**src/rtl/dmc_pkg.sv**
```systemverilog
package dmc_pkg;
   function automatic int dmc_data_w(int sym_w, int rows, int cols);
      return sym_w * rows * cols;
   endfunction

   function automatic int dmc_hchk_w(int sym_w, int rows, int cols);
      return rows * (cols / 2) * (sym_w + 1);
   endfunction

   function automatic int dmc_vchk_w(int sym_w, int cols);
      return sym_w * cols;
   endfunction
endpackage

```
**src/rtl/dmc_encoder.sv**
```systemverilog
module dmc_encoder
   import dmc_pkg::*;
#(
   parameter int SYM_W = 4,
   parameter int ROWS  = 2,
   parameter int COLS  = 4
) (
   input  logic [dmc_data_w(SYM_W, ROWS, COLS)-1:0] data,
   output logic [dmc_hchk_w(SYM_W, ROWS, COLS)-1:0] hchk,
   output logic [dmc_vchk_w(SYM_W, COLS)-1:0]       vchk
);
   localparam int HALF = COLS / 2;
   localparam int HG_W = SYM_W + 1;
   localparam int V_W  = dmc_vchk_w(SYM_W, COLS);

   // integer sums of paired symbols, one group per pair per row
   for (genvar r = 0; r < ROWS; r++) begin : g_row
      for (genvar p = 0; p < HALF; p++) begin : g_pair
         localparam int SA = r * COLS + p;
         localparam int SB = r * COLS + p + HALF;
         assign hchk[(r*HALF+p)*HG_W +: HG_W] =
            {1'b0, data[SA*SYM_W +: SYM_W]} + {1'b0, data[SB*SYM_W +: SYM_W]};
      end
   end

   // column parity across all rows
   for (genvar i = 0; i < V_W; i++) begin : g_vbit
      always_comb begin
         vchk[i] = 1'b0;
         for (int r = 0; r < ROWS; r++) vchk[i] = vchk[i] ^ data[r*V_W + i];
      end
   end
endmodule

```
**src/rtl/dmc_syndrome.sv**
```systemverilog
module dmc_syndrome
   import dmc_pkg::*;
#(
   parameter int SYM_W = 4,
   parameter int ROWS  = 2,
   parameter int COLS  = 4
) (
   input  logic [dmc_hchk_w(SYM_W, ROWS, COLS)-1:0] hcalc,
   input  logic [dmc_hchk_w(SYM_W, ROWS, COLS)-1:0] hstor,
   input  logic [dmc_vchk_w(SYM_W, COLS)-1:0]       vcalc,
   input  logic [dmc_vchk_w(SYM_W, COLS)-1:0]       vstor,
   output logic [ROWS*COLS-1:0]                     loc,
   output logic [dmc_vchk_w(SYM_W, COLS)-1:0]       vsyn,
   output logic                                     any_err
);
   localparam int HALF = COLS / 2;
   localparam int HG_W = SYM_W + 1;
   localparam int NGRP = ROWS * HALF;

   logic [NGRP-1:0] grp_bad;

   for (genvar g = 0; g < NGRP; g++) begin : g_grp
      logic [HG_W-1:0] diff;
      assign diff       = hcalc[g*HG_W +: HG_W] - hstor[g*HG_W +: HG_W];
      assign grp_bad[g] = |diff;
   end

   assign vsyn = vcalc ^ vstor;

   for (genvar r = 0; r < ROWS; r++) begin : g_lrow
      for (genvar c = 0; c < COLS; c++) begin : g_lcol
         assign loc[r*COLS+c] = grp_bad[r*HALF + (c % HALF)];
      end
   end

   assign any_err = (|grp_bad) | (|vsyn);
endmodule

```
**src/rtl/dmc_corrector.sv**
```systemverilog
module dmc_corrector
   import dmc_pkg::*;
#(
   parameter int SYM_W = 4,
   parameter int ROWS  = 2,
   parameter int COLS  = 4
) (
   input  logic [dmc_data_w(SYM_W, ROWS, COLS)-1:0] din,
   input  logic [ROWS*COLS-1:0]                     loc,
   input  logic [dmc_vchk_w(SYM_W, COLS)-1:0]       vsyn,
   output logic [dmc_data_w(SYM_W, ROWS, COLS)-1:0] dout
);
   for (genvar r = 0; r < ROWS; r++) begin : g_crow
      for (genvar c = 0; c < COLS; c++) begin : g_ccol
         localparam int J = r * COLS + c;
         assign dout[J*SYM_W +: SYM_W] = din[J*SYM_W +: SYM_W] ^
            (loc[J] ? vsyn[c*SYM_W +: SYM_W] : {SYM_W{1'b0}});
      end
   end
endmodule

```
**src/rtl/dmc_codec.sv**
```systemverilog
module dmc_codec
   import dmc_pkg::*;
#(
   parameter int SYM_W      = 4,
   parameter int ROWS       = 2,
   parameter int COLS       = 4,
   parameter bit SHARED_ENC = 1'b1
) (
   input  logic                                                clk,
   input  logic                                                rst_n,
   input  logic [SYM_W*ROWS*COLS-1:0]                          wr_data,
   output logic [SYM_W*ROWS*COLS+ROWS*(COLS/2)*(SYM_W+1)+SYM_W*COLS-1:0] wr_cw,
   input  logic                                                rd_en,
   input  logic [SYM_W*ROWS*COLS+ROWS*(COLS/2)*(SYM_W+1)+SYM_W*COLS-1:0] rd_cw,
   output logic [SYM_W*ROWS*COLS-1:0]                          rd_data,
   output logic                                                rd_err,
   output logic                                                rd_vld
);
   localparam int DATA_W = dmc_data_w(SYM_W, ROWS, COLS);
   localparam int H_W    = dmc_hchk_w(SYM_W, ROWS, COLS);
   localparam int V_W    = dmc_vchk_w(SYM_W, COLS);
   localparam int CW_W   = DATA_W + H_W + V_W;
   localparam int NSYM   = ROWS * COLS;

   if (COLS % 2 != 0) begin : g_bad_cols
      $error("dmc_codec: COLS must be even for symbol pairing");
   end
   if (ROWS < 2) begin : g_bad_rows
      $error("dmc_codec: ROWS must be at least 2");
   end
   if (SYM_W < 1) begin : g_bad_sym
      $error("dmc_codec: SYM_W must be positive");
   end

   logic [DATA_W-1:0] rx_data;
   logic [H_W-1:0]    rx_h, rc_h, wc_h;
   logic [V_W-1:0]    rx_v, rc_v, wc_v;

   assign rx_data = rd_cw[CW_W-1 -: DATA_W];
   assign rx_h    = rd_cw[V_W +: H_W];
   assign rx_v    = rd_cw[V_W-1:0];

   if (SHARED_ENC) begin : g_shared
      logic [DATA_W-1:0] enc_in;
      logic [H_W-1:0]    enc_h;
      logic [V_W-1:0]    enc_v;
      assign enc_in = rd_en ? rx_data : wr_data;
      dmc_encoder #(.SYM_W(SYM_W), .ROWS(ROWS), .COLS(COLS)) u_enc (
         .data(enc_in), .hchk(enc_h), .vchk(enc_v));
      assign rc_h = enc_h;
      assign rc_v = enc_v;
      assign wc_h = enc_h;
      assign wc_v = enc_v;
   end else begin : g_split
      dmc_encoder #(.SYM_W(SYM_W), .ROWS(ROWS), .COLS(COLS)) u_enc_wr (
         .data(wr_data), .hchk(wc_h), .vchk(wc_v));
      dmc_encoder #(.SYM_W(SYM_W), .ROWS(ROWS), .COLS(COLS)) u_enc_rd (
         .data(rx_data), .hchk(rc_h), .vchk(rc_v));
   end

   assign wr_cw = {wr_data, wc_h, wc_v};

   logic [NSYM-1:0]   loc;
   logic [V_W-1:0]    vsyn;
   logic              any_err;
   logic [DATA_W-1:0] fixed;

   dmc_syndrome #(.SYM_W(SYM_W), .ROWS(ROWS), .COLS(COLS)) u_syn (
      .hcalc(rc_h), .hstor(rx_h), .vcalc(rc_v), .vstor(rx_v),
      .loc(loc), .vsyn(vsyn), .any_err(any_err));

   dmc_corrector #(.SYM_W(SYM_W), .ROWS(ROWS), .COLS(COLS)) u_cor (
      .din(rx_data), .loc(loc), .vsyn(vsyn), .dout(fixed));

   always_ff @(posedge clk or negedge rst_n) begin
      if (!rst_n) begin
         rd_data <= '0;
         rd_err  <= 1'b0;
         rd_vld  <= 1'b0;
      end else begin
         rd_vld <= rd_en;
         if (rd_en) begin
            rd_data <= fixed;
            rd_err  <= any_err;
         end
      end
   end

   // valid strobe follows the request by one edge
   assert_vld_follow_R4: assert property (@(posedge clk) disable iff (!rst_n)
      rd_en |=> rd_vld);
   assert_vld_idle_R4: assert property (@(posedge clk) disable iff (!rst_n)
      !rd_en |=> !rd_vld);
   assert_hold_R4: assert property (@(posedge clk) disable iff (!rst_n)
      !rd_en |=> $stable(rd_data) && $stable(rd_err));
   // clean syndromes give the stored data and no flag
   assert_clean_pass_R5: assert property (@(posedge clk) disable iff (!rst_n)
      rd_en && !any_err |=> !rd_err && rd_data == $past(rx_data));
   // a symbol nobody located is never altered
   assert_unlocated_pass_R7: assert property (@(posedge clk) disable iff (!rst_n)
      rd_en && loc == '0 |=> rd_data == $past(rx_data));
   // any nonzero syndrome raises the flag
   assert_flag_R6: assert property (@(posedge clk) disable iff (!rst_n)
      rd_en && any_err |=> rd_err);
endmodule

```
**config.mk**
```make
export PLATFORM = sky130hd
export DESIGN_NAME = dmc_codec
export DESIGN_NICKNAME = d
export VERILOG_FILES = /design/src/rtl/dmc_pkg.sv /design/src/rtl/dmc_encoder.sv /design/src/rtl/dmc_syndrome.sv /design/src/rtl/dmc_corrector.sv /design/src/rtl/dmc_codec.sv
export SDC_FILE = /design/constraint.sdc
export NUM_CORES = 1
export LEC_CHECK = 0
export BUFFER_PORTS_ARGS = -buffer_cell sky130_fd_sc_hd__buf_4
export CAP_MARGIN = 20
export CORE_AREA = 3 3 98 100
export DETAILED_ROUTE_END_ITERATION = 8
export DIE_AREA = 0 0 101 103
export PLACE_DENSITY_LB_ADDON = 0.08
export SYNTH_ARGS = -nofsm -noshare
export SYNTH_HDL_FRONTEND = slang
export SYNTH_SLANG_ARGS = --single-unit
```
**constraint.sdc**
```tcl
create_clock -name clk -period 6.2 [get_ports clk]
set_clock_uncertainty 0.15 [all_clocks]
set_input_delay 1.55 -clock clk [delete_from_list [all_inputs] [get_ports clk]]
set_output_delay 1.55 -clock clk [all_outputs]
set_load 0.005 [all_outputs]
```
; Word-level counts from Yosys, hierarchy flattened
; Cells that the tools add are included.
[word_totals]
reg_bits = 34
in_bits = 103
out_inout_bits = 102
word_cells = 52
[op_classes]
addsub = 8
muxes = 9
bitwise_logic = 26
n_reduce_logical = 6
[op_table]
columns = operator, count
row1 = $mux 32, 1
row2 = $mux 4, 8
row3 = $xor 4x4->4, 8
row4 = $add 4x4->5, 4
row5 = $reduce_or 20->1, 1
row6 = $reduce_or 5->1, 4
row7 = $sub 5x5->5, 4
row8 = $reduce_or 16->1, 1
row9 = $xor 1x1->1, 16
row10 = $xor 16x16->16, 1
row11 = $or 1x1->1, 1

; Depth between registers and ports, before layout
[depth]
ltp_word = 6
mapped_depth = 16
depth_no_buf = 11

; Cells and area by module
; From an unflattened synthesis, not the netlist that was laid out.
[unflattened]
hier_cells = 386
area_unflattened_um2 = 3998.8
[by_module_without_submodules]
columns = mod, instances, cells_per_inst, area_each_um2, seq_area_each_um2
row1 = dmc_codec, 1, 138, 2083.2, 850.8
row2 = dmc_syndrome, 1, 109, 847.1, 0.0
row3 = dmc_encoder, 1, 75, 668.1, 0.0
row4 = dmc_corrector, 1, 64, 400.4, 0.0

; Worst setup path before layout
; Ideal clock, no wire load.
[synth_timing]
path_type = input-to-reg
start = in rd_en
end = reg rd_data[22]
setup_ns = 0.125
arrival_ns = 5.773
required_time_ns = 5.925
slack_ns = 0.153
stages = 15
n_path_buf = 4
cell_sequence = buf_2 -> buf_2 -> clkbuf_1 -> buf_2 -> mux2_2 -> ha_1 -> fa_1 -> xor2_1 -> ha_1 -> and3b_1 -> or4b_1 -> a2111oi_2 -> a211o_2 -> mux2_2 -> mux2_2
[synth_via]
elab_chain_len = 6
word_cells_on_any_way = 8
cone_classes = add/sub: 2 / mux: 2 / bitwise: 3 / reduce/logical: 1
[synth_rtl]
columns = item, line_no
row1 = "start, declared", dmc_codec.sv:13  ; input logic rd_en,
row2 = $mux 32, dmc_codec.sv:47  ; assign enc_in = rd_en ? rx_data : wr_data;
row3 = $add 4x4->5, dmc_encoder.sv:22  ; {1'b0, data[SA*SYM_W +: SYM_W]} + {1'b0, data[SB*SYM_W +: SYM_W]};
row4 = net wr_cw[33], dmc_codec.sv:12  ; output logic [SYM_W*ROWS*COLS+ROWS*(COLS/2)*(SYM_W+1)+SYM_W*COLS-1:0] wr_cw,
row5 = $sub 5x5->5, dmc_syndrome.sv:24  ; assign diff = hcalc[g*HG_W +: HG_W] - hstor[g*HG_W +: HG_W];
row6 = $reduce_or 5->1, dmc_syndrome.sv:25  ; assign grp_bad[g] = |diff;
row7 = $mux 4, dmc_corrector.sv:17  ; (loc[J] ? vsyn[c*SYM_W +: SYM_W] : {SYM_W{1'b0}});
row8 = $xor 4x4->4, dmc_corrector.sv:16  ; assign dout[J*SYM_W +: SYM_W] = din[J*SYM_W +: SYM_W] ^
row9 = "end signal, assigned", dmc_codec.sv:83  ; rd_data <= fixed;
row10 = "end, declared", dmc_codec.sv:15  ; output logic [SYM_W*ROWS*COLS-1:0] rd_data,
; The timed path passes the listed nets, and every way through them passes these cells.
; A chain may end at the register's enable or synchronous reset.

; Final worst setup path
[layout_timing]
start = in rd_en
end = out wr_cw[20]
[layout_via]
elab_chain_len = 2
[layout_rtl]
columns = item, line_no
row1 = $mux 32, dmc_codec.sv:47
row2 = $add 4x4->5, dmc_encoder.sv:22
row3 = "end, declared", dmc_codec.sv:12
; Every way passes these cells.

==> results.txt <==
TritonCTS built the clock tree. The detail route stage leaves a number of antenna-violating nets equal to 0. Post-CTS repair changed the size of 0 cells. After technology mapping, the gate count stands at 477.

The power per cell area was 216 mW/mm². For the worst setup timing slack at the placement stage, the log shows 544 ps. The tools report the accumulated negative setup slack as 0 ps.

Setup violations remaining at the end of the flow were counted as 0. For the later-pin clock latency in the skew report, the log shows 290 ps. For this run, the leading register cell type out of synthesis is sky130_fd_sc_hd__dfrtp_1. VDD sags by at most 0.114 mV. Data on the critical path arrives at its endpoint at 3950 ps.

The yosys synthesis warning count came out at 0. The logs give 768 for the number of fill cells in the layout and 0 for the number of buffers inserted by hold repair at cts. During I/O placement, the number of pins put on the boundary was 205. Master cell of the clock root buffer: sky130_fd_sc_hd__clkbuf_8.

The max-cap violation count is 0, and the aggregate global routing overflow is 0. The number of enable flip-flop cells after synthesis is 0, and the first-pass GRT wire length is 20000 µm. The share of the yosys chip area belonging to registers was 0.201.

Summing all multi-input logic gate instances after layout gives 0.00297 mm². The number of buffer cells added on primary ports is 204, and the mean cell area of the mapped netlist is 8.89 µm². The tools report the number of global-route vias before repair as 3904.

The final route contains 4124 vias. After detailed routing, the number of remaining DRC violations is 0. The H-tree was split into 2 levels. Layout overhead on the synthesized area: 35.0%.

The net count of the mapped netlist was 618. Once the clock tree was built, the setup fixing pass inserted 0 buffers. The placeable core region is 0.00876 mm². For the pin with the worst max-slew slack, the measured transition is 740 ps. The mapped netlist covers 0.00424 mm². Summing all flip-flop and latch instances after layout gives 851 µm².

The shortest clock period the worst path allows after layout came out at 5650 ps. The max-slew violation count is 0, and the proportion of layout cells with a drive suffix above 1 is 0.411. The tools report the max-slew headroom at the worst pin as 0.503. The final cell count without fillers was 751. In this run the horizontal extent of the chip is 101 µm.

The tools report the clock sink count as 34. The violation count after the first detailed-routing iteration is 182. Setup repair after global routing left no endpoint under its margin. The post-route worst setup slack was 548 ps; the post-synthesis async set-or-reset flop share was 1.00. For the top achievable clock speed, the log shows 177 MHz. The initial antenna violation count was 0; the endpoint required time on the critical path was 4500 ps. The fraction of the core area covered by cells at the end of the flow is 0.653. The floorplan step defined a die boundary enclosing 0.0104 mm². The post-CTS clock slew at the launch and capture registers of the worst setup and hold paths is 70 ps. The path type of the worst min-delay path was reg2reg.

The share of the clock period used by the worst path is 0.912. The worst setup path is captured at an output pin. STA classifies the critical path startpoint as a primary input. Leaving out fill and tap cells, the most frequent cell in the layout is sky130_fd_sc_hd__buf_4. The synthesized flop and latch total works out to 34. The logs give 743 for the cell total after placement and 11000 µm for the detailed placement HPWL.

Counting along the longest clock path gives a buffer depth of 2. The first detailed-routing pass took 4 iterations. The net count of the finished layout is 783.

After detailed routing, the number of vias per cell comes to 5.49. The number of buffers created by CTS was 5. The post-detailed-routing wire length is 13200 µm, and the largest net degree at the start of global routing is 88. Synthesis instantiated 48 different standard cells from the library. Startpoint-to-endpoint class of the critical path: in2out. Routed length per placed instance: 17.6 µm.

The top cell types in the final layout, fill and taps aside, are sky130_fd_sc_hd__buf_4 (207), sky130_fd_sc_hd__xnor2_1 (47), sky130_fd_sc_hd__mux2_2 (36). The final-report hold violation count is 0, and the total inserted antenna cells is 0. The static leakage power is 2.75 nW, and the routability-driven placement congestion ratio is 0.863. The run finished with clean final reports.

For the all-layer global routing usage, the log shows 0.241. The floorplan has 34 rows. The maximum fanout along the worst path is 87, and the effective utilization at floorplan is 0.484. The vertical die dimension is 103 µm.
==> logic make-up (layout without fill, tap and decap cells) <==
kind of cell,count (synthesis),after routing,synth area share
buffers and inverters,77,243,0.0994
AND/OR/NAND/NOR,119,119,0.170
flip-flops,34,34,0.201
adder cells (fa/ha/maj),38,38,0.123
AO/OA/AOI/OAI,97,97,0.139
multiplexers,45,45,0.117
XOR/XNOR,67,67,0.151
==> synth_stat cells (2+ instances only) <==
| cell | instances | area share |
|---|---|---|
| sky130_fd_sc_hd__and3_1 | 5 | 0.0074 |
| sky130_fd_sc_hd__mux2_2 | 36 | 0.096 |
| sky130_fd_sc_hd__buf_1 | 2 | 0.0018 |
| sky130_fd_sc_hd__xnor2_1 | 47 | 0.097 |
| sky130_fd_sc_hd__a21oi_1 | 18 | 0.021 |
| sky130_fd_sc_hd__mux2i_1 | 9 | 0.021 |
| sky130_fd_sc_hd__nand2_1 | 4 | 0.0035 |
| sky130_fd_sc_hd__or3_1 | 2 | 0.0030 |
| sky130_fd_sc_hd__nor2b_1 | 19 | 0.028 |
| sky130_fd_sc_hd__nand4_1 | 19 | 0.028 |
| sky130_fd_sc_hd__a21o_1 | 6 | 0.011 |
| sky130_fd_sc_hd__o21ai_0 | 28 | 0.033 |
| sky130_fd_sc_hd__buf_2 | 4 | 0.0047 |
| sky130_fd_sc_hd__xor2_1 | 16 | 0.033 |
| sky130_fd_sc_hd__dfrtp_1 | 34 | 0.20 |
| sky130_fd_sc_hd__nand3b_1 | 2 | 0.0035 |
| sky130_fd_sc_hd__buf_4 | 32 | 0.057 |
| sky130_fd_sc_hd__o21a_1 | 2 | 0.0035 |
| sky130_fd_sc_hd__or3_2 | 5 | 0.0089 |
| sky130_fd_sc_hd__nand3_1 | 20 | 0.024 |
| sky130_fd_sc_hd__a21boi_0 | 2 | 0.0035 |
| sky130_fd_sc_hd__o21ai_1 | 2 | 0.0024 |
| sky130_fd_sc_hd__fa_1 | 6 | 0.028 |
| sky130_fd_sc_hd__nor3b_1 | 18 | 0.032 |
| sky130_fd_sc_hd__nor2_1 | 16 | 0.014 |
| sky130_fd_sc_hd__a31oi_1 | 31 | 0.046 |
| sky130_fd_sc_hd__clkbuf_1 | 11 | 0.0097 |
| sky130_fd_sc_hd__inv_1 | 27 | 0.024 |
| sky130_fd_sc_hd__xnor3_1 | 4 | 0.021 |
| sky130_fd_sc_hd__ha_1 | 32 | 0.094 |
==> routing by layer <==
layer / global-route usage / share of wire / vias to the layer above
met5: 0 / 0 / -
met3: 0.0406 / 0.065 / 8
li1: - / - / 2019
met4: 0.0327 / 0.0061 / 0
met1: 0.336 / 0.43 / 1946
met2: 0.405 / 0.50 / 151
==> worst paths after layout <==
check | start | to | slack [ps] | depth (start not counted)
max in group asynchronous | rst_n | rd_data[22]$_DFFE_PN0P_ | 4530 | 1
hold reg to reg | rd_data[22]$_DFFE_PN0P_ | rd_data[22]$_DFFE_PN0P_ | 380 | 1
min in group asynchronous | rst_n | rd_data[2]$_DFFE_PN0P_ | 1050 | 1
setup reg to reg | rd_data[25]$_DFFE_PN0P_ | rd_data[25]$_DFFE_PN0P_ | 5100 | 3
setup / recovery | rd_en | wr_cw[20] | 550 | 9
hold / removal | rd_data[22]$_DFFE_PN0P_ | rd_data[22]$_DFFE_PN0P_ | 380 | 1
==> layout make-up <==
| class | count | share of cell area |
|---|---|---|
| repair buffers | 208 | 0.275 |
| multi-input cells | 366 | 0.518 |
| clock buffers | 6 | 0.0144 |
| inverters | 27 | 0.0177 |
| well taps | 108 | 0.0236 |
| clock inverters | 2 | 0.00219 |
| flip-flops and latches | 34 | 0.149 |
==> state kept, by name, summed over array words and instances, names as in the netlist <==
signal   cells
rd_vld       1
rd_err       1
rd_data     32
==> power breakdown <==
part	switching, mW	internal, mW	leakage [nW]
sequential	0.0290	0.270	0.397
combinational	0.384	0.378	2.31
clock	0.0878	0.0893	0.0472
==> stage by stage <==
step	total power, mW	hold slack, ps	area (µm²)
after floorplan	0.727	355	4240
after global placement	1.04	356	5630
after detailed placement	1.06	350	5630
after CTS	1.24	378	5720
after global routing	1.33	383	5720
final	1.24	375	5720
==> critical path: stages <==
cell	delay, ps
sky130_fd_sc_hd__buf_4	220
sky130_fd_sc_hd__buf_12	350
sky130_fd_sc_hd__mux2_2	410
sky130_fd_sc_hd__ha_1	220
sky130_fd_sc_hd__fa_1	410
sky130_fd_sc_hd__a21o_1	180
sky130_fd_sc_hd__a21oi_1	290
sky130_fd_sc_hd__inv_1	120
sky130_fd_sc_hd__buf_4	150
Note: power is estimated with default switching activity, not from simulation.
